===== config.mk =====
export PLATFORM = sky130hd
export DESIGN_NAME = dly_param_calc
export DESIGN_NICKNAME = d
export VERILOG_FILES = /design/src/rtl/dpc_pkg.sv /design/src/rtl/dpc_operand.sv /design/src/rtl/dpc_divider.sv /design/src/rtl/dly_param_calc.sv
export SDC_FILE = /design/constraint.sdc
export NUM_CORES = 2
export LEC_CHECK = 0
export BUFFER_PORTS_ARGS = -buffer_cell sky130_fd_sc_hd__buf_2
export CAP_MARGIN = 20
export CORE_ASPECT_RATIO = 2
export CORE_MARGIN = 4
export CORE_UTILIZATION = 55
export DETAILED_ROUTE_END_ITERATION = 8
export PLACE_DENSITY = 0.74
export SYNTH_ARGS = -nofsm -noshare
export SYNTH_HDL_FRONTEND = slang
export SYNTH_SLANG_ARGS = --single-unit

===== constraint.sdc =====
create_clock -name clk -period 23.3 [get_ports clk]
set_input_delay 2.33 -clock clk [delete_from_list [all_inputs] [get_ports clk]]
set_output_delay 2.33 -clock clk [all_outputs]
set_load 0.01 [all_outputs]

===== src/rtl/dpc_pkg.sv =====
package dpc_pkg;
  typedef enum logic [2:0] {
    ST_IDLE,
    ST_CHK_C,
    ST_RUN_C,
    ST_CHK_F,
    ST_RUN_F
  } dpc_state_t;

  localparam int CHAIN_N  = 2;
  localparam int CHAIN_C  = 0;
  localparam int CHAIN_F  = 1;
endpackage


===== src/rtl/dpc_operand.sv =====
module dpc_operand #(
  parameter int CNT_W = 16,
  parameter int DIV_W = 64,
  parameter int MUL   = 88
) (
  input  logic [CNT_W-1:0] period,
  input  logic [CNT_W-1:0] ref_cnt,
  input  logic [CNT_W-1:0] dly_cnt,
  output logic [DIV_W-1:0] num,
  output logic [DIV_W-1:0] den
);
  localparam logic [DIV_W-1:0] NUM_K = DIV_W'(10);
  localparam logic [DIV_W-1:0] DEN_K = DIV_W'(2 * MUL);

  always_comb begin
    num = NUM_K * DIV_W'(period) * DIV_W'(ref_cnt);
    den = DEN_K * DIV_W'(dly_cnt);
  end
endmodule


===== src/rtl/dpc_divider.sv =====
module dpc_divider #(
  parameter int W  = 64,
  parameter int QW = 32
) (
  input  logic          clk,
  input  logic          rst,
  input  logic          go,
  input  logic [W-1:0]  dividend,
  input  logic [W-1:0]  divisor,
  output logic          done,
  output logic [QW-1:0] quot
);
  localparam int CW = $clog2(W + 1);

  logic [W-1:0]  rem_q, quo_q, den_q;
  logic [CW-1:0] cnt_q;
  logic          busy_q;
  logic [W:0]    trial;
  logic          fits;
  logic [W-1:0]  diff;

  always_comb begin
    trial = {rem_q, quo_q[W-1]};
    fits  = trial >= {1'b0, den_q};
    diff  = trial[W-1:0] - den_q;
  end

  always_ff @(posedge clk) begin
    if (rst) begin
      rem_q  <= '0;
      quo_q  <= '0;
      den_q  <= '0;
      cnt_q  <= '0;
      busy_q <= 1'b0;
      done   <= 1'b0;
    end else begin
      done <= 1'b0;
      if (go) begin
        rem_q  <= '0;
        quo_q  <= dividend;
        den_q  <= divisor;
        cnt_q  <= CW'(W);
        busy_q <= 1'b1;
      end else if (busy_q) begin
        quo_q <= {quo_q[W-2:0], fits};
        rem_q <= fits ? diff : trial[W-1:0];
        cnt_q <= cnt_q - CW'(1);
        if (cnt_q == CW'(1)) begin
          busy_q <= 1'b0;
          done   <= 1'b1;
        end
      end
    end
  end

  assign quot = quo_q[QW-1:0];

  // remainder left by the final step is below the divisor
  assert_rem_below_den_R1: assert property (@(posedge clk) disable iff (rst)
    done |-> (rem_q < den_q));

  // the sequencer never relaunches a running division
  assert_no_relaunch_R9: assert property (@(posedge clk) disable iff (rst)
    go |-> !busy_q);
endmodule


===== src/rtl/dly_param_calc.sv =====
module dly_param_calc #(
  parameter int CNT_W   = 16,
  parameter int DIV_W   = 64,
  parameter int OUT_W   = 32,
  parameter int C_MUL   = 88,
  parameter int F_MUL   = 264
) (
  input  logic             clk,
  input  logic             rst,
  input  logic             start,
  input  logic [CNT_W-1:0] ref_period,
  input  logic [CNT_W-1:0] coarse_ref,
  input  logic [CNT_W-1:0] coarse_dly,
  input  logic [CNT_W-1:0] fine_ref,
  input  logic [CNT_W-1:0] fine_dly,
  output logic             done,
  output logic             err,
  output logic [OUT_W-1:0] coarse_ps,
  output logic [OUT_W-1:0] fine_ps
);
  import dpc_pkg::*;

  dpc_state_t       state;
  logic [CNT_W-1:0] per_q;
  logic [CNT_W-1:0] ref_q [CHAIN_N];
  logic [CNT_W-1:0] dly_q [CHAIN_N];
  logic [DIV_W-1:0] num_w [CHAIN_N];
  logic [DIV_W-1:0] den_w [CHAIN_N];
  logic             sel_q;
  logic             go_q;
  logic             div_done;
  logic [OUT_W-1:0] quot;
  logic [OUT_W-1:0] c_res_q;

  for (genvar g = 0; g < CHAIN_N; g++) begin : g_chain
    localparam int MUL = (g == CHAIN_C) ? C_MUL : F_MUL;
    dpc_operand #(.CNT_W(CNT_W), .DIV_W(DIV_W), .MUL(MUL)) i_opnd (
      .period (per_q),
      .ref_cnt(ref_q[g]),
      .dly_cnt(dly_q[g]),
      .num    (num_w[g]),
      .den    (den_w[g])
    );
  end

  dpc_divider #(.W(DIV_W), .QW(OUT_W)) i_div (
    .clk     (clk),
    .rst     (rst),
    .go      (go_q),
    .dividend(num_w[sel_q]),
    .divisor (den_w[sel_q]),
    .done    (div_done),
    .quot    (quot)
  );

  always_ff @(posedge clk) begin
    if (rst) begin
      state     <= ST_IDLE;
      per_q     <= '0;
      ref_q     <= '{default: '0};
      dly_q     <= '{default: '0};
      sel_q     <= 1'b0;
      go_q      <= 1'b0;
      c_res_q   <= '0;
      done      <= 1'b0;
      err       <= 1'b0;
      coarse_ps <= '0;
      fine_ps   <= '0;
    end else begin
      done <= 1'b0;
      go_q <= 1'b0;
      unique case (state)
        ST_IDLE: if (start) begin
          per_q          <= ref_period;
          ref_q[CHAIN_C] <= coarse_ref;
          dly_q[CHAIN_C] <= coarse_dly;
          ref_q[CHAIN_F] <= fine_ref;
          dly_q[CHAIN_F] <= fine_dly;
          state          <= ST_CHK_C;
        end
        ST_CHK_C: begin
          if (dly_q[CHAIN_C] == '0) begin
            done <= 1'b1; err <= 1'b1;
            coarse_ps <= '0; fine_ps <= '0;
            state <= ST_IDLE;
          end else begin
            sel_q <= 1'b0; go_q <= 1'b1;
            state <= ST_RUN_C;
          end
        end
        ST_RUN_C: if (div_done) begin
          if (quot == '0) begin
            done <= 1'b1; err <= 1'b1;
            coarse_ps <= '0; fine_ps <= '0;
            state <= ST_IDLE;
          end else begin
            c_res_q <= quot;
            state   <= ST_CHK_F;
          end
        end
        ST_CHK_F: begin
          if (dly_q[CHAIN_F] == '0) begin
            done <= 1'b1; err <= 1'b1;
            coarse_ps <= '0; fine_ps <= '0;
            state <= ST_IDLE;
          end else begin
            sel_q <= 1'b1; go_q <= 1'b1;
            state <= ST_RUN_F;
          end
        end
        ST_RUN_F: if (div_done) begin
          done  <= 1'b1;
          state <= ST_IDLE;
          if (quot == '0) begin
            err <= 1'b1; coarse_ps <= '0; fine_ps <= '0;
          end else begin
            err <= 1'b0; coarse_ps <= c_res_q; fine_ps <= quot;
          end
        end
        default: state <= ST_IDLE;
      endcase
    end
  end

  // completion is a single-cycle pulse
  assert_done_single_R8: assert property (@(posedge clk) disable iff (rst)
    done |=> !done);

  // failed operations report zero results
  assert_err_zero_out_R6: assert property (@(posedge clk) disable iff (rst)
    (done && err) |-> (coarse_ps == '0 && fine_ps == '0));

  // successful results are nonzero and both counts were valid
  assert_ok_nonzero_R1: assert property (@(posedge clk) disable iff (rst)
    (done && !err) |-> (coarse_ps != '0 && fine_ps != '0
                        && dly_q[CHAIN_C] != '0 && dly_q[CHAIN_F] != '0));

  // captured operands stay put while an operation runs
  assert_busy_hold_R9: assert property (@(posedge clk) disable iff (rst)
    (state != ST_IDLE) |=> ($stable(per_q) && $stable(ref_q[CHAIN_C])
      && $stable(dly_q[CHAIN_C]) && $stable(ref_q[CHAIN_F])
      && $stable(dly_q[CHAIN_F])));

  // fine division is only launched after a coarse one finished
  assert_coarse_first_R7: assert property (@(posedge clk) disable iff (rst)
    (go_q && sel_q) |-> (state == ST_RUN_F));
endmodule


==> summary.md <==
| Metric | Value |
|---|---|
| Max-cap violation count | `0` |
| Grt ovf | `0` |
| CP Max Fanout | `32` |
| Placed Area | `0.0393 sq mm` |
| WL/cell | `19.5 um` |
| CTS tree | `done` |
| Finished Cell Area | `0.0406 sq mm` |
| Htree depth | `2` |
| GP Congestion | `1.01` |
| Yosys warnings | `0` |
| Largest net degree at the start of global routing | `102` |
| Post-Syn Area per Cell | `8.47 sq um` |
| Final setup vio count | `0` |
| Inst Count DP | `5310` |
| Longest Clk Path Bufs | `3` |
| Clock-pin transition on the worst setup and hold timing paths | `0.07 ns` |
| Static Leak | `19.6 nW` |
| P_sw | `2.42 mW` |
| Clock root buffer | `clkbuf_16` |
| Post-CTS Setup Repair Bufs | `0` |
| Fraction of layout cells with a size suffix above 1 | `6.76%` |
| Gr usage total | `28.4%` |
| Gate Count Post-Synth | `4493` |
| Initial Utilization | `55.3%` |
| # fillers | `6278` |
| IO buf count | `148` |
| Most frequent cells in the layout | `inv_1, nand2_1, fa_1` |
| Hold Crit Class | `reg -> reg` |
| M3 GR Usage | `3.18%` |
| Die Span X | `194 um` |
| Post-synth ARST share | `0%` |
| Setup tns final | `0 ns` |
| Critical path class | `reg -> reg` |
| Global routing usage on met1 | `29.7%` |
| Crit path top cell by count | `fa_1` |
| Sequential area share after synthesis | `18.0%` |
| Worst slew pin tran | `1.08 ns` |
| Final hold viol count | `0` |
| Post-DP HPWL | `81200 um` |
| Top Usage Layer GRT | `met2` |
| Total Wirelength | `105000 um` |
| CP required | `23.73 ns` |
| Ys flop type | `dfxtp_1` |
| Finished Layout Cells | `5379` |
| Global-route wire length before repair | `169000 um` |
| Pwr dens | `112 mW/mm^2` |
| RSZ-0062 raised after global routing | `false` |
| Synthesized area | `0.0380 sq mm` |
| Delay-heaviest family, CP | `adder cells` |
| FP Rows | `136` |
| Sw Share | `53.4%` |
| Drt drc | `0` |
| CP endpoint kind | `flop` |
| Latest clock arrival within the worst-skew pair | `0.59 ns` |
| Die height | `380 um` |
| Clock share of power | `12.6%` |
| Post-layout worst setup margin | `14.36 ns` |
| Pins Over Slew Limit | `0` |
| Drt first pass iters | `5` |
| Synthesis-to-layout area growth | `6.59%` |
| Pint | `2.12 mW` |
| Fmax | `112 MHz` |
| Final min period | `8.94 ns` |
| Core Area | `0.0687 sq mm` |
| Syn nets | `5400` |
| Most common cell after layout, fill and taps aside | `inv_1` |
| Num ports | `149` |
| Comb power frac | `67.8%` |
| Hold_buf cts | `0` |
| WHS | `0.472 ns` |
| First DRT Iteration DRCs | `1538` |
| Arr. time, crit path | `9.37 ns` |
| Fin nets | `5360` |
| Crit path buffers/inverters | `5` |
| Clk_skew | `0.0228 ns` |
| #FFs+latches synth | `342` |
| Number of flops mapped to enable cells by yosys | `0` |
| CTS buffer count | `35` |
| Worst setup SP type | `flop` |
| Vias in the first global route | `33000` |
| Initial antenna violation count | `2` |
| Rel. slew slack | `27.7%` |
| Fin crit share | `38.4%` |
| Post-route ant nets | `0` |
| Post-cts resize count | `0` |
| Sink Count | `342` |
| Slowest-stage cell, CP | `fa_1` |
| Netlist cell types | `79` |
| CP peak stage delay | `0.57 ns` |
| Place WS | `14.43 ns` |
| Worst IR Drop VDD | `97.9 uV` |
| Die ar. | `0.0737 sq mm` |
| Status | `finished clean` |
| GR met2 Demand/Resource | `53.1%` |
| Vias per inst | `5.83` |
| Vias | `31400` |
| Flop pwr share | `19.6%` |
worst paths after layout:
path	startpoint	to	slack, ns	depth (start not counted)
hold / removal	i_div.den_q[23]	i_div.den_q[23]	0.47	1
setup / recovery	per_q[3]	i_div.quo_q[31]	14.36	33
hold reg to reg	i_div.den_q[23]	i_div.den_q[23]	0.47	1
setup reg to reg	per_q[3]	i_div.quo_q[31]	14.36	33
Yosys cell counts (7+ instances only):
library cell / number / area, sq um
buf_2: 9 / 45.0
or2_2: 7 / 43.8
and2_1: 250 / 1560
nand2_1: 600 / 2250
buf_1: 15 / 56.3
nand3b_1: 7 / 52.6
dfxtp_1: 342 / 6850
nand4_1: 22 / 138
o21ai_0: 111 / 556
nor2_1: 294 / 1100
o21bai_1: 14 / 105
nand2b_1: 37 / 231
or3_1: 17 / 106
a21oi_1: 220 / 1100
inv_1: 628 / 2360
mux2i_1: 90 / 901
o21ai_1: 17 / 85.1
and3_1: 36 / 225
nor3_1: 52 / 260
a21o_1: 56 / 420
fa_1: 488 / 9770
a22oi_1: 64 / 480
o21a_1: 14 / 105
clkbuf_1: 240 / 901
ha_1: 336 / 4200
a211oi_1: 92 / 691
o31ai_1: 10 / 75.1
nor4_1: 28 / 175
xnor2_1: 74 / 648
or4_1: 8 / 60.1
o211a_1: 8 / 80.1
a31oi_1: 19 / 119
nand3_1: 38 / 190
xor2_1: 70 / 613
o211ai_1: 23 / 173
nor2b_1: 50 / 313
power groups by stage:
| stage | registers [mW] | logic [mW] | clock network (mW) |
|---|---|---|---|
| finish | 0.891 | 3.08 | 0.573 |
| CTS | 0.888 | 3.06 | 0.588 |
| global route | 0.904 | 3.44 | 0.607 |
| floorplan | 0.749 | 2.32 | 0 |
| detailed placement | 0.901 | 3.04 | 0 |
| global placement | 0.898 | 2.99 | 0 |
through the flow:
| stage | total power [mW] | utilization (%) |
|---|---|---|
| finish | 4.54 | 59.0 |
| global route | 4.95 | 59.0 |
| CTS | 4.53 | 58.9 |
| detailed placement | 3.94 | 57.2 |
| global placement | 3.89 | 57.2 |
| floorplan | 3.07 | - |
state kept, by name, summed over array words and instances (netlist names), 22 cells and up:
name and flops:
c_res_q 32, fine_ps 32, dly_q 32, coarse_ps 32, i_div.quo_q 64, ref_q 32, i_div.den_q 22, i_div.rem_q 64
cell families after synthesis:
kind of cell	synth area share (%)
flip-flops	18.0
adder cells (fa/ha/maj)	36.7
XOR/XNOR	3.31
buffers and inverters	8.83
AO/OA/AOI/OAI	12.1
AND/OR/NAND/NOR	18.5
multiplexers	2.52
area by class of cell:
cell class / instances / area, sq um / area share (%)
antenna: 3 / 7.51 / 0.0185
clock buffer: 40 / 915 / 2.26
clock inverter: 23 / 238 / 0.586
inverter: 628 / 2360 / 5.81
multi-input combinational: 3259 / 28000 / 69.0
sequential: 342 / 6860 / 16.9
tap: 897 / 1120 / 2.77
timing repair buffer: 187 / 1070 / 2.65
worst register-to-register path, delay by kind of cell, from the launching register on:
family                   cells  cell delay (ns)
flip-flops                   1             0.33
XOR/XNOR                     2             0.32
AO/OA/AOI/OAI               13             2.84
AND/OR/NAND/NOR              3             0.38
adder cells (fa/ha/maj)     10             4.31
buffers and inverters        5             0.59
layer usage:
layer | part of all wire [%] | up-vias
li1 | - | 14400
met5 | 0 | -
met4 | 7.7 | 0
met3 | 4.3 | 432
met1 | 34 | 15500
met2 | 54 | 1030
(Power assumes the default switching activity.)
